File: config.mk
export PLATFORM = sky130hd
export DESIGN_NAME = cart_bank_mapper
export DESIGN_NICKNAME = d
export VERILOG_FILES = /design/src/rtl/bankmap_pkg.sv /design/src/rtl/bankmap_ctrl.sv /design/src/rtl/bankmap_chr.sv /design/src/rtl/bankmap_prg.sv /design/src/rtl/cart_bank_mapper.sv
export SDC_FILE = /design/constraint.sdc
export NUM_CORES = 1
export LEC_CHECK = 0
export ABC_AREA = 0
export BUFFER_PORTS_ARGS = -buffer_cell sky130_fd_sc_hd__buf_2
export CAP_MARGIN = 10
export CORE_ASPECT_RATIO = 1.1
export CORE_MARGIN = 2
export CORE_UTILIZATION = 55
export DETAILED_ROUTE_END_ITERATION = 12
export PLACE_DENSITY = 0.82
export SLEW_MARGIN = 40
export SYNTH_ARGS = -nofsm -noshare
export SYNTH_HDL_FRONTEND = slang
export SYNTH_SLANG_ARGS = --single-unit
File: constraint.sdc
create_clock -name clk -period 2.4 [get_ports clk]
set_input_delay 0.24 -clock clk [delete_from_list [all_inputs] [get_ports clk]]
set_output_delay 0.24 -clock clk [all_outputs]
set_load 0.01 [all_outputs]
File: src/rtl/bankmap_pkg.sv
package bankmap_pkg;
  typedef enum logic [1:0] {
    WR_NONE   = 2'd0,
    WR_SELECT = 2'd1,
    WR_BANK   = 2'd2,
    WR_MIRROR = 2'd3
  } wr_kind_e;

  localparam logic [15:0] DEC_MASK = 16'hF003;
  localparam logic [15:0] A_SELECT = 16'h8000;
  localparam logic [15:0] A_BANK   = 16'h8001;
  localparam logic [15:0] A_MIRROR = 16'hA000;
endpackage

File: src/rtl/bankmap_ctrl.sv
module bankmap_ctrl
  import bankmap_pkg::*;
(
  input  logic        clk,
  input  logic        rst_n,
  input  logic        cpu_wr,
  input  logic [15:0] cpu_wr_addr,
  input  logic [7:0]  cpu_wr_data,
  output logic [3:0]  sel_idx,
  output logic        prg_mode,
  output logic        chr_inv,
  output logic        mirror_horiz,
  output logic        bank_wr
);
  wr_kind_e   kind;
  logic [15:0] dec_addr;
  logic       unused_bits;

  assign dec_addr    = cpu_wr_addr & DEC_MASK;
  assign unused_bits = ^{cpu_wr_addr[11:2], cpu_wr_data[5:4]};

  always_comb begin
    kind = WR_NONE;
    if (cpu_wr) begin
      unique case (dec_addr)
        A_SELECT: kind = WR_SELECT;
        A_BANK:   kind = WR_BANK;
        A_MIRROR: kind = WR_MIRROR;
        default:  kind = WR_NONE;
      endcase
    end
  end

  assign bank_wr = (kind == WR_BANK);

  always_ff @(posedge clk or negedge rst_n) begin
    if (!rst_n) begin
      sel_idx      <= '0;
      prg_mode     <= 1'b0;
      chr_inv      <= 1'b0;
      mirror_horiz <= 1'b0;
    end else begin
      if (kind == WR_SELECT) begin
        sel_idx  <= cpu_wr_data[3:0];
        prg_mode <= cpu_wr_data[6];
        chr_inv  <= cpu_wr_data[7];
      end
      if (kind == WR_MIRROR) mirror_horiz <= cpu_wr_data[0];
    end
  end
endmodule

File: src/rtl/bankmap_chr.sv
module bankmap_chr #(
  parameter int CHR_BANKS = 128,
  localparam int CW = $clog2(CHR_BANKS)
) (
  input  logic                clk,
  input  logic                rst_n,
  input  logic                bank_wr,
  input  logic [3:0]          sel_idx,
  input  logic                chr_inv,
  input  logic [CW-1:0]       bank_val,
  input  logic [12:0]         chr_addr,
  output logic [7:0][CW-1:0]  chr_slot,
  output logic [CW+9:0]       chr_rom_addr
);
  logic [2:0] pair_base;
  logic [3:0] single_raw;
  logic [2:0] single_tgt;
  logic       is_pair, is_single;
  logic [CW-1:0] bank_next;

  assign is_pair    = (sel_idx == 4'd0) || (sel_idx == 4'd1);
  assign is_single  = (sel_idx >= 4'd2) && (sel_idx <= 4'd5);
  assign pair_base  = {chr_inv, sel_idx[0], 1'b0};
  assign single_raw = chr_inv ? (sel_idx - 4'd2) : (sel_idx + 4'd2);
  assign single_tgt = single_raw[2:0];
  assign bank_next  = bank_val + 1'b1;

  for (genvar s = 0; s < 8; s++) begin : g_slot
    localparam logic [2:0] SLOT = 3'(s);
    logic hit_pair, hit_single, hit_direct, we;
    logic [CW-1:0] wval;

    assign hit_pair   = is_pair && (SLOT[2:1] == pair_base[2:1]);
    assign hit_single = is_single && (SLOT == single_tgt);
    assign hit_direct = ((sel_idx == 4'd8) && (SLOT == 3'd1)) ||
                        ((sel_idx == 4'd9) && (SLOT == 3'd3));
    assign we         = bank_wr && (hit_pair || hit_single || hit_direct);
    assign wval       = (hit_pair && SLOT[0]) ? bank_next : bank_val;

    always_ff @(posedge clk or negedge rst_n) begin
      if (!rst_n)  chr_slot[s] <= CW'(s);
      else if (we) chr_slot[s] <= wval;
    end
  end

  assign chr_rom_addr = {chr_slot[chr_addr[12:10]], chr_addr[9:0]};
endmodule

File: src/rtl/bankmap_prg.sv
module bankmap_prg #(
  parameter int PRG_BANKS = 16,
  localparam int PW = $clog2(PRG_BANKS)
) (
  input  logic                clk,
  input  logic                rst_n,
  input  logic                bank_wr,
  input  logic [3:0]          sel_idx,
  input  logic                prg_mode,
  input  logic [PW-1:0]       bank_val,
  input  logic [14:0]         prg_addr,
  output logic [2:0][PW-1:0]  prg_win,
  output logic [PW+12:0]      prg_rom_addr
);
  localparam logic [PW-1:0] LAST_BANK = PW'(PRG_BANKS - 1);

  logic [1:0] dest;
  logic       dest_ok;
  logic [PW-1:0] sel_bank;

  always_comb begin
    dest_ok = 1'b1;
    unique case (sel_idx)
      4'd6:    dest = prg_mode ? 2'd1 : 2'd0;
      4'd7:    dest = prg_mode ? 2'd2 : 2'd1;
      4'd15:   dest = prg_mode ? 2'd0 : 2'd2;
      default: begin dest = 2'd0; dest_ok = 1'b0; end
    endcase
  end

  for (genvar w = 0; w < 3; w++) begin : g_win
    always_ff @(posedge clk or negedge rst_n) begin
      if (!rst_n)
        prg_win[w] <= LAST_BANK;
      else if (bank_wr && dest_ok && (dest == 2'(w)))
        prg_win[w] <= bank_val;
    end
  end

  assign sel_bank     = (prg_addr[14:13] == 2'd3) ? LAST_BANK : prg_win[prg_addr[14:13]];
  assign prg_rom_addr = {sel_bank, prg_addr[12:0]};
endmodule

File: src/rtl/cart_bank_mapper.sv
module cart_bank_mapper #(
  parameter int PRG_BANKS = 16,
  parameter int CHR_BANKS = 128,
  localparam int PW = $clog2(PRG_BANKS),
  localparam int CW = $clog2(CHR_BANKS)
) (
  input  logic          clk,
  input  logic          rst_n,
  input  logic          cpu_wr,
  input  logic [15:0]   cpu_wr_addr,
  input  logic [7:0]    cpu_wr_data,
  input  logic [14:0]   prg_addr,
  input  logic [12:0]   chr_addr,
  output logic [PW+12:0] prg_rom_addr,
  output logic [CW+9:0]  chr_rom_addr,
  output logic          mirror_horiz
);
  logic [3:0]          sel_idx;
  logic                prg_mode, chr_inv, bank_wr;
  logic [7:0][CW-1:0]  chr_slot;
  logic [2:0][PW-1:0]  prg_win;

  bankmap_ctrl u_ctrl (
    .clk, .rst_n, .cpu_wr, .cpu_wr_addr, .cpu_wr_data,
    .sel_idx, .prg_mode, .chr_inv, .mirror_horiz, .bank_wr
  );

  bankmap_chr #(.CHR_BANKS(CHR_BANKS)) u_chr (
    .clk, .rst_n, .bank_wr, .sel_idx, .chr_inv,
    .bank_val(cpu_wr_data[CW-1:0]), .chr_addr, .chr_slot, .chr_rom_addr
  );

  bankmap_prg #(.PRG_BANKS(PRG_BANKS)) u_prg (
    .clk, .rst_n, .bank_wr, .sel_idx, .prg_mode,
    .bank_val(cpu_wr_data[PW-1:0]), .prg_addr, .prg_win, .prg_rom_addr
  );
endmodule

# Yosys cells after proc, flatten, opt, wreduce, memory -nomap -nowiden
# Cells that the tools add are included.
[totals]
ff_bits = 75
out_inout_bits = 35
wordCells = 105
[classes]
add_sub_neg = 3
order_cmp = 4
eq_ne = 25
n_mux = 17
n_reduce_logical = 41
[ops]
columns = ["cell", "n"]
rows = [
  ["7-bit two-way mux", 5],
  ["1-bit logical AND", 25],
  ["7-bit binary-select mux with 3-bit select", 1],
  ["6-bit equality test (second input constant)", 3],
  ["3-bit equality test (first input constant)", 4],
  ["4-bit equality test (second input constant)", 3],
  ["2-bit one-hot mux with 3 select lines", 2],
  ["1-bit logical OR", 11],
  ["4-bit binary-select mux with 2-bit select", 1],
  ["2-bit equality test (second input constant)", 4],
  ["4-bit by 3-bit equality test with 1-bit output (second input constant)", 2],
  ["4-bit two-way mux", 2],
  ["7-bit by 1-bit adder with 7-bit output (second input constant)", 1],
  ["2-bit by 3-bit equality test with 1-bit output (first input constant)", 2],
  ["2-bit two-way mux", 3],
  ["2-bit by 1-bit equality test with 1-bit output (second input constant)", 2],
  ["2-bit equality test (first input constant)", 2],
  ["4-bit by 1-bit equality test with 1-bit output (second input constant)", 1],
  ["4-bit by 2-bit greater-or-equal comparator with 1-bit output (second input constant)", 1],
  ["4-bit by 3-bit less-or-equal comparator with 1-bit output (second input constant)", 1],
  ["2-bit logical NOT", 2],
  ["4-bit logical NOT", 1],
  ["3-bit by 4-bit < comparator with 1-bit output (second input constant)", 1],
  ["3-bit by 2-bit adder with 3-bit output (second input constant)", 1],
  ["8 further kinds", 9],
]

# Longest topological paths before layout
# Gate-level depths: netlist of run 1.
[depth]
depth_word = 7
mapped_depth = 6

# Cells and area by module
# From an unflattened synthesis of run 1, not the netlist that was laid out.
[unflattened]
hier_cells = 369
area_unflattened_um2 = 4419.2
[by_module_without_submodules]
columns = ["module", "instances", "cells_each", "area_each_um2", "seq_area_each_um2"]
rows = [
  ["bankmap_chr", 1, 273, 3279.4, 1416.4],
  ["bankmap_prg", 1, 76, 818.3, 315.3],
  ["bankmap_ctrl", 1, 20, 321.6, 175.2],
]

# Worst setup path before layout of run 1
# Ideal clock, no wire load.
[synth_timing]
path_type = "input to output"
from = "in chr_addr[10]"
to = "out chr_rom_addr[13]"
arrival_time_ns = 1.656
t_required_ns = 2.160
setup_slack_ns = 0.504
cell_stages = 4
cell_sequence = "clkbuf_1 buf_2 mux4_2 mux2_2"
[synth_via]
elab_chain_len = 2
[synth_rtl]
columns = ["element", "line", "text"]
rows = [
  ["start: declaration", "cart_bank_mapper.sv:13", "input logic [12:0] chr_addr,"],
  ["7-bit binary-select mux with 3-bit select", "bankmap_chr.sv:46", "assign chr_rom_addr = {chr_slot[chr_addr[12:10]], chr_addr[9:0]};"],
  ["7-bit two-way mux (implied by the code)", "bankmap_chr.sv:46", ""],
  ["end: declaration", "cart_bank_mapper.sv:15", "output logic [CW+9:0] chr_rom_addr,"],
]
# Every way passes these cells. The select of a mux whose other input is x is not followed.

# Worst setup path after layout of run 1
[layout_timing]
from = "reg u_ctrl.sel_idx[0]"
to = "reg u_chr.chr_slot[22] in the netlist's numbering"
[layout_via]
elab_chain_len = 7
word_cells_on_any_way = 18
cone_classes = "2 x add/sub; 2 x order compare; 4 x eq/ne; 2 x mux; 8 x reduce/logical"
[layout_rtl]
columns = ["element", "line", "text"]
rows = [
  ["start: declaration", "bankmap_ctrl.sv:9", "output logic [3:0] sel_idx,"],
  ["start signal: assignment", "bankmap_ctrl.sv:44", "sel_idx <= cpu_wr_data[3:0];"],
  ["3-bit by 2-bit adder with 3-bit output or 3-bit by 2-bit subtractor with 3-bit output (tied branches)", "bankmap_chr.sv:24", "assign single_raw = chr_inv ? (sel_idx - 4'd2) : (sel_idx + 4'd2);"],
  ["3-bit two-way mux", "bankmap_chr.sv:24", ""],
  ["2-bit by 3-bit equality test with 1-bit output", "bankmap_chr.sv:34", "assign hit_single = is_single && (SLOT == single_tgt);"],
  ["1-bit logical AND", "bankmap_chr.sv:34", ""],
  ["1-bit logical OR (2 in series)", "bankmap_chr.sv:37", "assign we = bank_wr && (hit_pair || hit_single || hit_direct);"],
  ["1-bit logical AND", "bankmap_chr.sv:37", ""],
  ["end signal: indexed assignment", "bankmap_chr.sv:41", "if (!rst_n) chr_slot[s] <= CW'(s);"],
  ["end signal: indexed assignment", "bankmap_chr.sv:42", "else if (we) chr_slot[s] <= wval;"],
  ["end: declaration", "bankmap_chr.sv:12", "output logic [7:0][CW-1:0] chr_slot,"],
]
# Parallel ways exist; a longest one is shown, timed or not.
# A chain may end at the register's enable or synchronous reset.

==> results.sh, run 1 <==
export IMPL_root_buffer="clkbuf_8"
export IMPL_crit_family="simple AND/OR/NAND/NOR gates"
export IMPL_grt_pass1_vias=2831
export IMPL_syn_area_per_cell_um2=12.8
export IMPL_reg2reg_depth=4
export IMPL_ant_nets=0
export IMPL_rsz0062_at_grt="no"
export IMPL_path_buf_inv=0
export IMPL_startpoint_type="register"
export IMPL_fmax_mhz=488
export IMPL_synth_nets=396
export IMPL_r2r_slack_ns=0.35
export IMPL_syn_area_um2=4350
export IMPL_ys_seq_area_share_pct=43.8
export IMPL_crit_required_ns=2.68
export IMPL_synth_edf_count=0
export IMPL_r2r_end="u_chr.chr_slot[22]"
export IMPL_cts_max_level=3
export IMPL_die_x_um=88.8
export IMPL_path_class="register to register"
export IMPL_vias=2727
export IMPL_ios=90
export IMPL_core_um2=7780
export IMPL_critical_path_max_stage_delay_ns=0.65
export IMPL_worstReg2RegStart="u_ctrl.sel_idx[0]"
export IMPL_p_leak_nw=2.14
export IMPL_fin_crit_sh_pct=85.4
export IMPL_min_period_ns=2.05
export IMPL_syn_inst=340
export IMPL_setup_violations=0
export IMPL_cts_num_sinks=75
export IMPL_slowest_stage="or4b_1"
export IMPL_cap_violations=0
export IMPL_cts_buffers=9
export IMPL_drtPass1Iterations=4
export IMPL_overflow=0
export IMPL_ys_warn_count=0
export IMPL_grt_total_usage_pct=22.3
export IMPL_worstMarginPinSlew_ns=0.647
export IMPL_cts_tree="yes"
export IMPL_antenna_found_initial=0
export IMPL_clock_path_buffers=2
export IMPL_wl_per_cell_um=19.1
export IMPL_hold_viol=0
export IMPL_relSlewSlack_pct=56.9
export IMPL_vias_per_cell=5.89
export IMPL_final_max_slew_violation_count=0
export IMPL_hold_slack_ns=0.130
export IMPL_hp_start="cpu_wr_data[7]"
export IMPL_holdPathEnd="u_ctrl.chr_inv"
export IMPL_crit_path_frequent_cell="mux2_2"
export IMPL_drtIter0Drc=176
export IMPL_async_reset_ff_share_pct=100
export IMPL_nFillCells=630
export IMPL_arrival_ns=2.33
export IMPL_port_buffers=33
export IMPL_min_path_cells=2
export IMPL_syn2layout_area_growth_pct=8.00
export IMPL_layout_drive_gt1_share_pct=55.8
export IMPL_clk_pin_slew_ns=0.08
export IMPL_grt_pass1_wl_mm=14.5
export IMPL_final_setup_tns_ns=0
export IMPL_crit_path_max_fanout=8
export IMPL_gp_congestion=0.837
export IMPL_finalWirelength_mm=8.85
export IMPL_nets=406
export IMPL_cts_setup_buffers=0
export IMPL_ys_types=46
export IMPL_fin_worst_skew_ns=0.00747
export IMPL_clk_insertion_delay_late_ns=0.35
export IMPL_utilization_pct=60.4
export IMPL_post_route_drc_count=0
export IMPL_dp_hpwl_mm=6.18
export IMPL_end_kind="register"
export IMPL_ys_seq_elements=75
export IMPL_outcome="completed"
export IMPL_synthFlopType="dfrtp_1"
export IMPL_power_density_nw_per_um2=620
export IMPL_diodes=0
export IMPL_crit_chain="or4b_1 -> nor2_1 -> mux2_2 -> mux2_2"
export IMPL_dieHeight_um=97.3
export IMPL_worstHoldPathType="input port to register"
export IMPL_peakVddDrop_v=0.000507
export IMPL_initial_core_util_pct=55.9
export IMPL_rows=34
export IMPL_die_area_um2=8640
export IMPL_grt_max_degree=30
-- layer usage --
metal | up-vias | global-route usage (%) | routed length [um]
li1 | 1218 | - | -
met1 | 1415 | 30.8 | 3960
met2 | 78 | 34.5 | 4340
met3 | 16 | 5.95 | 363
met4 | 0 | 6.18 | 180
met5 | - | 0 | 0
-- how the worst max path moves through the flow --
stage                                  from            endpoint  slack [ns]  depth (start not counted)
final                     u_ctrl.sel_idx[0]  u_chr.chr_slot[22]        0.35                          4
after CTS                 u_ctrl.sel_idx[0]  u_chr.chr_slot[22]        0.35                          4
after global placement    u_ctrl.sel_idx[0]   u_chr.chr_slot[1]        0.40                          5
after global routing         u_ctrl.chr_inv  u_chr.chr_slot[12]        0.17                          4
after floorplan                chr_addr[10]    chr_rom_addr[13]        0.50                          4
after detailed placement  u_ctrl.sel_idx[0]  u_chr.chr_slot[54]        0.38                          4
-- through the flow --
stage | setup WS, ns | std cells | area (um^2) | power (mW)
final | 0.350 | 463 | 4700 | 2.91
after CTS | 0.350 | 463 | 4700 | 2.94
after global placement | 0.398 | 446 | 4470 | 1.85
after floorplan | 0.504 | 340 | 4350 | 1.76
after detailed placement | 0.380 | 446 | 4470 | 1.87
after global routing | 0.173 | 463 | 4700 | 3.05
-- cell usage in the layout, fill, tap and decap left out, types with 3 or more instances in the layout --
master / count
and3_1: 3
xnor2_1: 17
nor2b_1: 3
or3_1: 3
buf_4: 16
clkbuf_8: 10
dfrtp_1: 51
mux2_2: 84
xor2_1: 12
mux4_2: 14
nor3_1: 5
nor2_1: 6
mux2_4: 4
nand2_1: 8
dfstp_2: 24
nand3_1: 15
nand2b_1: 4
buf_2: 33
o22a_1: 4
nand4_1: 3
-- where the power goes --
part           internal (mW)  switching [mW]
Combinational          0.217           0.251
Sequential              1.33          0.0505
Clock                  0.610           0.451
-- state kept, by name, summed over array words and instances (netlist names) --
| name | cells |
|---|---|
| u_chr.chr_slot | 56 |
| u_ctrl.chr_inv | 1 |
| u_prg.prg_win | 12 |
| u_ctrl.sel_idx | 4 |
| u_ctrl.prg_mode | 1 |
| u_ctrl.mirror_horiz | 1 |
-- cells in the mapped netlist, types with 2 or more instances --
library cell	count	area share [%]
or3_1	3	0.43
buf_4	24	4.1
nor3b_1	2	0.35
mux2_4	4	1.4
clkbuf_1	15	1.3
xor2_1	12	2.4
dfstp_2	24	14
mux2_2	84	22
nor3_1	5	0.58
nand3_1	15	1.7
dfrtp_1	51	29
nand4b_1	2	0.40
nand2_1	8	0.69
buf_2	10	1.2
and3_1	3	0.43
xnor2_1	17	3.4
and2_1	2	0.29
nor2b_1	3	0.43
nor2_1	6	0.52
o22a_1	4	0.81
nor4_2	2	0.58
mux2_1	2	0.52
nand2b_1	4	0.58
mux4_2	14	7.2
nand4_1	3	0.43
-- cell families after synthesis --
group / count (synthesis) / share of synthesized area [%]
muxes: 104 / 30.9
and+or+nand+nor: 70 / 10.6
buffers and inverters: 52 / 7.02
DFF: 75 / 43.8
AOI/OAI and AO/OA: 9 / 1.55
xor gates and xnor gates: 29 / 5.84
adders and majority gates: 1 / 0.288
-- what timing repair did --
item / 4_1_cts / 5_1_grt
hold buffers: 1 / 0
gates resized for setup: 0 / 0
endpoints found under the hold margin: 19 / 0
-- final cells by class --
cell class / count / area, um^2 / share of cell area, %
Multi-Input combinational cell: 213 / 2140 / 45.5
Sequential cell: 75 / 1910 / 40.6
Timing Repair Buffer: 50 / 295 / 6.28
Clock buffer: 11 / 141 / 3.01
Tap cell: 108 / 135 / 2.88
Clock inverter: 5 / 77.6 / 1.65
Inverter: 1 / 3.75 / 0.0799
No activity file was read; power rests on OpenSTA's default activity.
==> run 2, diff against run 1 <==
- CORE_UTILIZATION: 55 -> 30
- CTS_BUF_LIST: default -> sky130_fd_sc_hd__clkbuf_4 sky130_fd_sc_hd__clkbuf_8 sky130_fd_sc_hd__clkbuf_16
- PLACE_DENSITY: 0.82 -> 0.51
==> run 2 against run 1 <==
Net effect: non-clock buffer count stayed put; sequential share of layout area is 2.1 points lower; cell area is 5.4% higher; critical path type unchanged; first-iteration DRC count is 16% lower; hold slack better by 0.0082 ns; sequential power hardly changed; global-route usage is 8.5 points lower; final cell count is 18% higher; die area is 79% higher; via count is 1.4% lower; utilization is 26 points lower; largest power group is now the clock network; combinational power is 3% higher.
==> results.sh, run 2 (same netlist as run 1, synthesis figures left out) <==
export IMPL_outcome="completed"
export IMPL_drtPass1Iterations=4
export IMPL_place_area_um2=4590
export IMPL_syn2layout_area_growth_pct=13.8
export IMPL_rows=46
export IMPL_crit_path_max_fanout=7
export IMPL_hp_start="cpu_wr_data[7]"
export IMPL_final_cell_area_um2=4950
export IMPL_largest_reg_flops=56
export IMPL_ios=90
export IMPL_cts_resized=0
export IMPL_cap_violations=0
export IMPL_dieHeight_um=130
export IMPL_antenna_found_initial=0
export IMPL_dp_slack_ns=0.352
export IMPL_core_um2=14300
export IMPL_overflow=0
export IMPL_cts_buffers=9
export IMPL_grt_pass1_vias=2786
export IMPL_post_route_drc_count=0
export IMPL_reg_largest_list="u_chr.chr_slot: 56 flops, u_prg.prg_win: 12 flops, u_ctrl.sel_idx: 4 flops"
export IMPL_cp_startpoint="u_ctrl.sel_idx[0]"
export IMPL_final_max_slew_violation_count=0
export IMPL_worstMarginPinSlew_ns=0.681
export IMPL_multi_input_area_um2=2140
export IMPL_clk_pin_slew_ns=0.06
export IMPL_finalWirelength_mm=9.89
export IMPL_holdBufCountCts=1
export IMPL_worstReg2RegStart="u_ctrl.sel_idx[0]"
export IMPL_min_period_ns=2.05
export IMPL_diodes=0
export IMPL_cts_max_level=3
export IMPL_peakVddDrop_v=0.000381
export IMPL_relSlewSlack_pct=54.6
export IMPL_final_common_cell="mux2_2"
export IMPL_port_buffers=33
export IMPL_cts_setup_buffers=0
export IMPL_top_register="u_chr.chr_slot"
export IMPL_fin_crit_sh_pct=85.3
export IMPL_cts_tree="yes"
export IMPL_path_class="register to register"
export IMPL_worstHoldPathType="input port to register"
export IMPL_grt_pass1_wl_mm=15.8
export IMPL_nFillCells=1463
export IMPL_end_kind="register"
export IMPL_die_x_um=119
export IMPL_slowest_stage="or4b_1"
export IMPL_crit_required_ns=2.67
export IMPL_rsz0062_at_grt="no"
export IMPL_grt_total_usage_pct=13.7
export IMPL_grt_max_degree=76
export IMPL_cts_num_sinks=75
export IMPL_critical_path_max_stage_delay_ns=0.64
export IMPL_gp_congestion=0.795
export IMPL_drtIter0Drc=147
export IMPL_crit_family="simple AND/OR/NAND/NOR gates"
export IMPL_p_leak_nw=2.21
export IMPL_power_density_nw_per_um2=688
export IMPL_final_setup_tns_ns=0
export IMPL_arrival_ns=2.31
export IMPL_vias_per_cell=4.92
export IMPL_crit_chain="or4b_1 -> nor2_1 -> mux2_2 -> mux2_2"
export IMPL_dp_cells=530
export IMPL_wl_per_cell_um=18.1
export IMPL_initial_core_util_pct=30.5
export IMPL_fin_worst_skew_ns=0.00707
export IMPL_clock_path_buffers=2
export IMPL_layout_common_cells="mux2_2, dfrtp_1, buf_2, dfstp_2, xnor2_1"
export IMPL_layout_drive_gt1_share_pct=56.1
export IMPL_clk_insertion_delay_late_ns=0.34
export IMPL_ant_nets=0
export IMPL_startpoint_type="register"
export IMPL_fmax_mhz=489
export IMPL_fin_cells=547
export IMPL_fin_ws_ns=0.353
export IMPL_dp_hpwl_mm=6.63
export IMPL_vias=2690
export IMPL_hold_viol=0
export IMPL_die_area_um2=15500
export IMPL_hold_slack_ns=0.138
export IMPL_setup_violations=0
export IMPL_path_buf_inv=0
export IMPL_root_buffer="clkbuf_16"
export IMPL_regArea_um2=1910
export IMPL_crit_path_frequent_cell="mux2_2"
export IMPL_nets=406
==> run 2: final cells by class <==
cell class | count | area share, %
Multi-Input combinational cell | 213 | 43.2
Inverter | 1 | 0.0758
Sequential cell | 75 | 38.5
Timing Repair Buffer | 50 | 6.34
Clock inverter | 3 | 1.36
Clock buffer | 13 | 5.66
Tap cell | 192 | 4.85
==> run 2: final timing paths <==
path                       slack (ns)            endpoint  depth (start not counted)
setup reg to reg                 0.35  u_chr.chr_slot[22]                          4
hold reg to reg                  0.49  u_chr.chr_slot[26]                          1
max in group asynchronous        1.45  u_chr.chr_slot[31]                          2
min in group asynchronous        0.49  u_chr.chr_slot[42]                          2
setup / recovery                 0.35  u_chr.chr_slot[22]                          4
hold / removal                   0.14      u_ctrl.chr_inv                          2
==> run 2: through the flow <==
stage	power (mW)	util [%]
6_report	3.41	34.7
5_1_grt	3.57	34.7
4_1_cts	3.45	34.7
3_5_place_dp	1.89	32.2
3_3_place_gp	1.87	32.2
2_1_floorplan	1.76	-
==> run 2: routing by layer <==
metal | share of wire [%] | wire length [um] | up-vias | global-route usage (%)
met5 | 0 | 0 | - | 0
met4 | 1.9 | 187 | 0 | 6.30
met3 | 4.8 | 472 | 16 | 2.84
met1 | 47 | 4640 | 1381 | 18.9
li1 | - | - | 1224 | -
met2 | 46 | 4590 | 69 | 20.8
==> run 2: power by group <==
group	internal (mW)	total [mW]	switching, mW	leakage (nW)
combinational	0.224	0.480	0.256	1.09
sequential	1.34	1.38	0.0456	0.946
clock	1.02	1.55	0.522	0.168
total	2.58	3.41	0.823	2.21
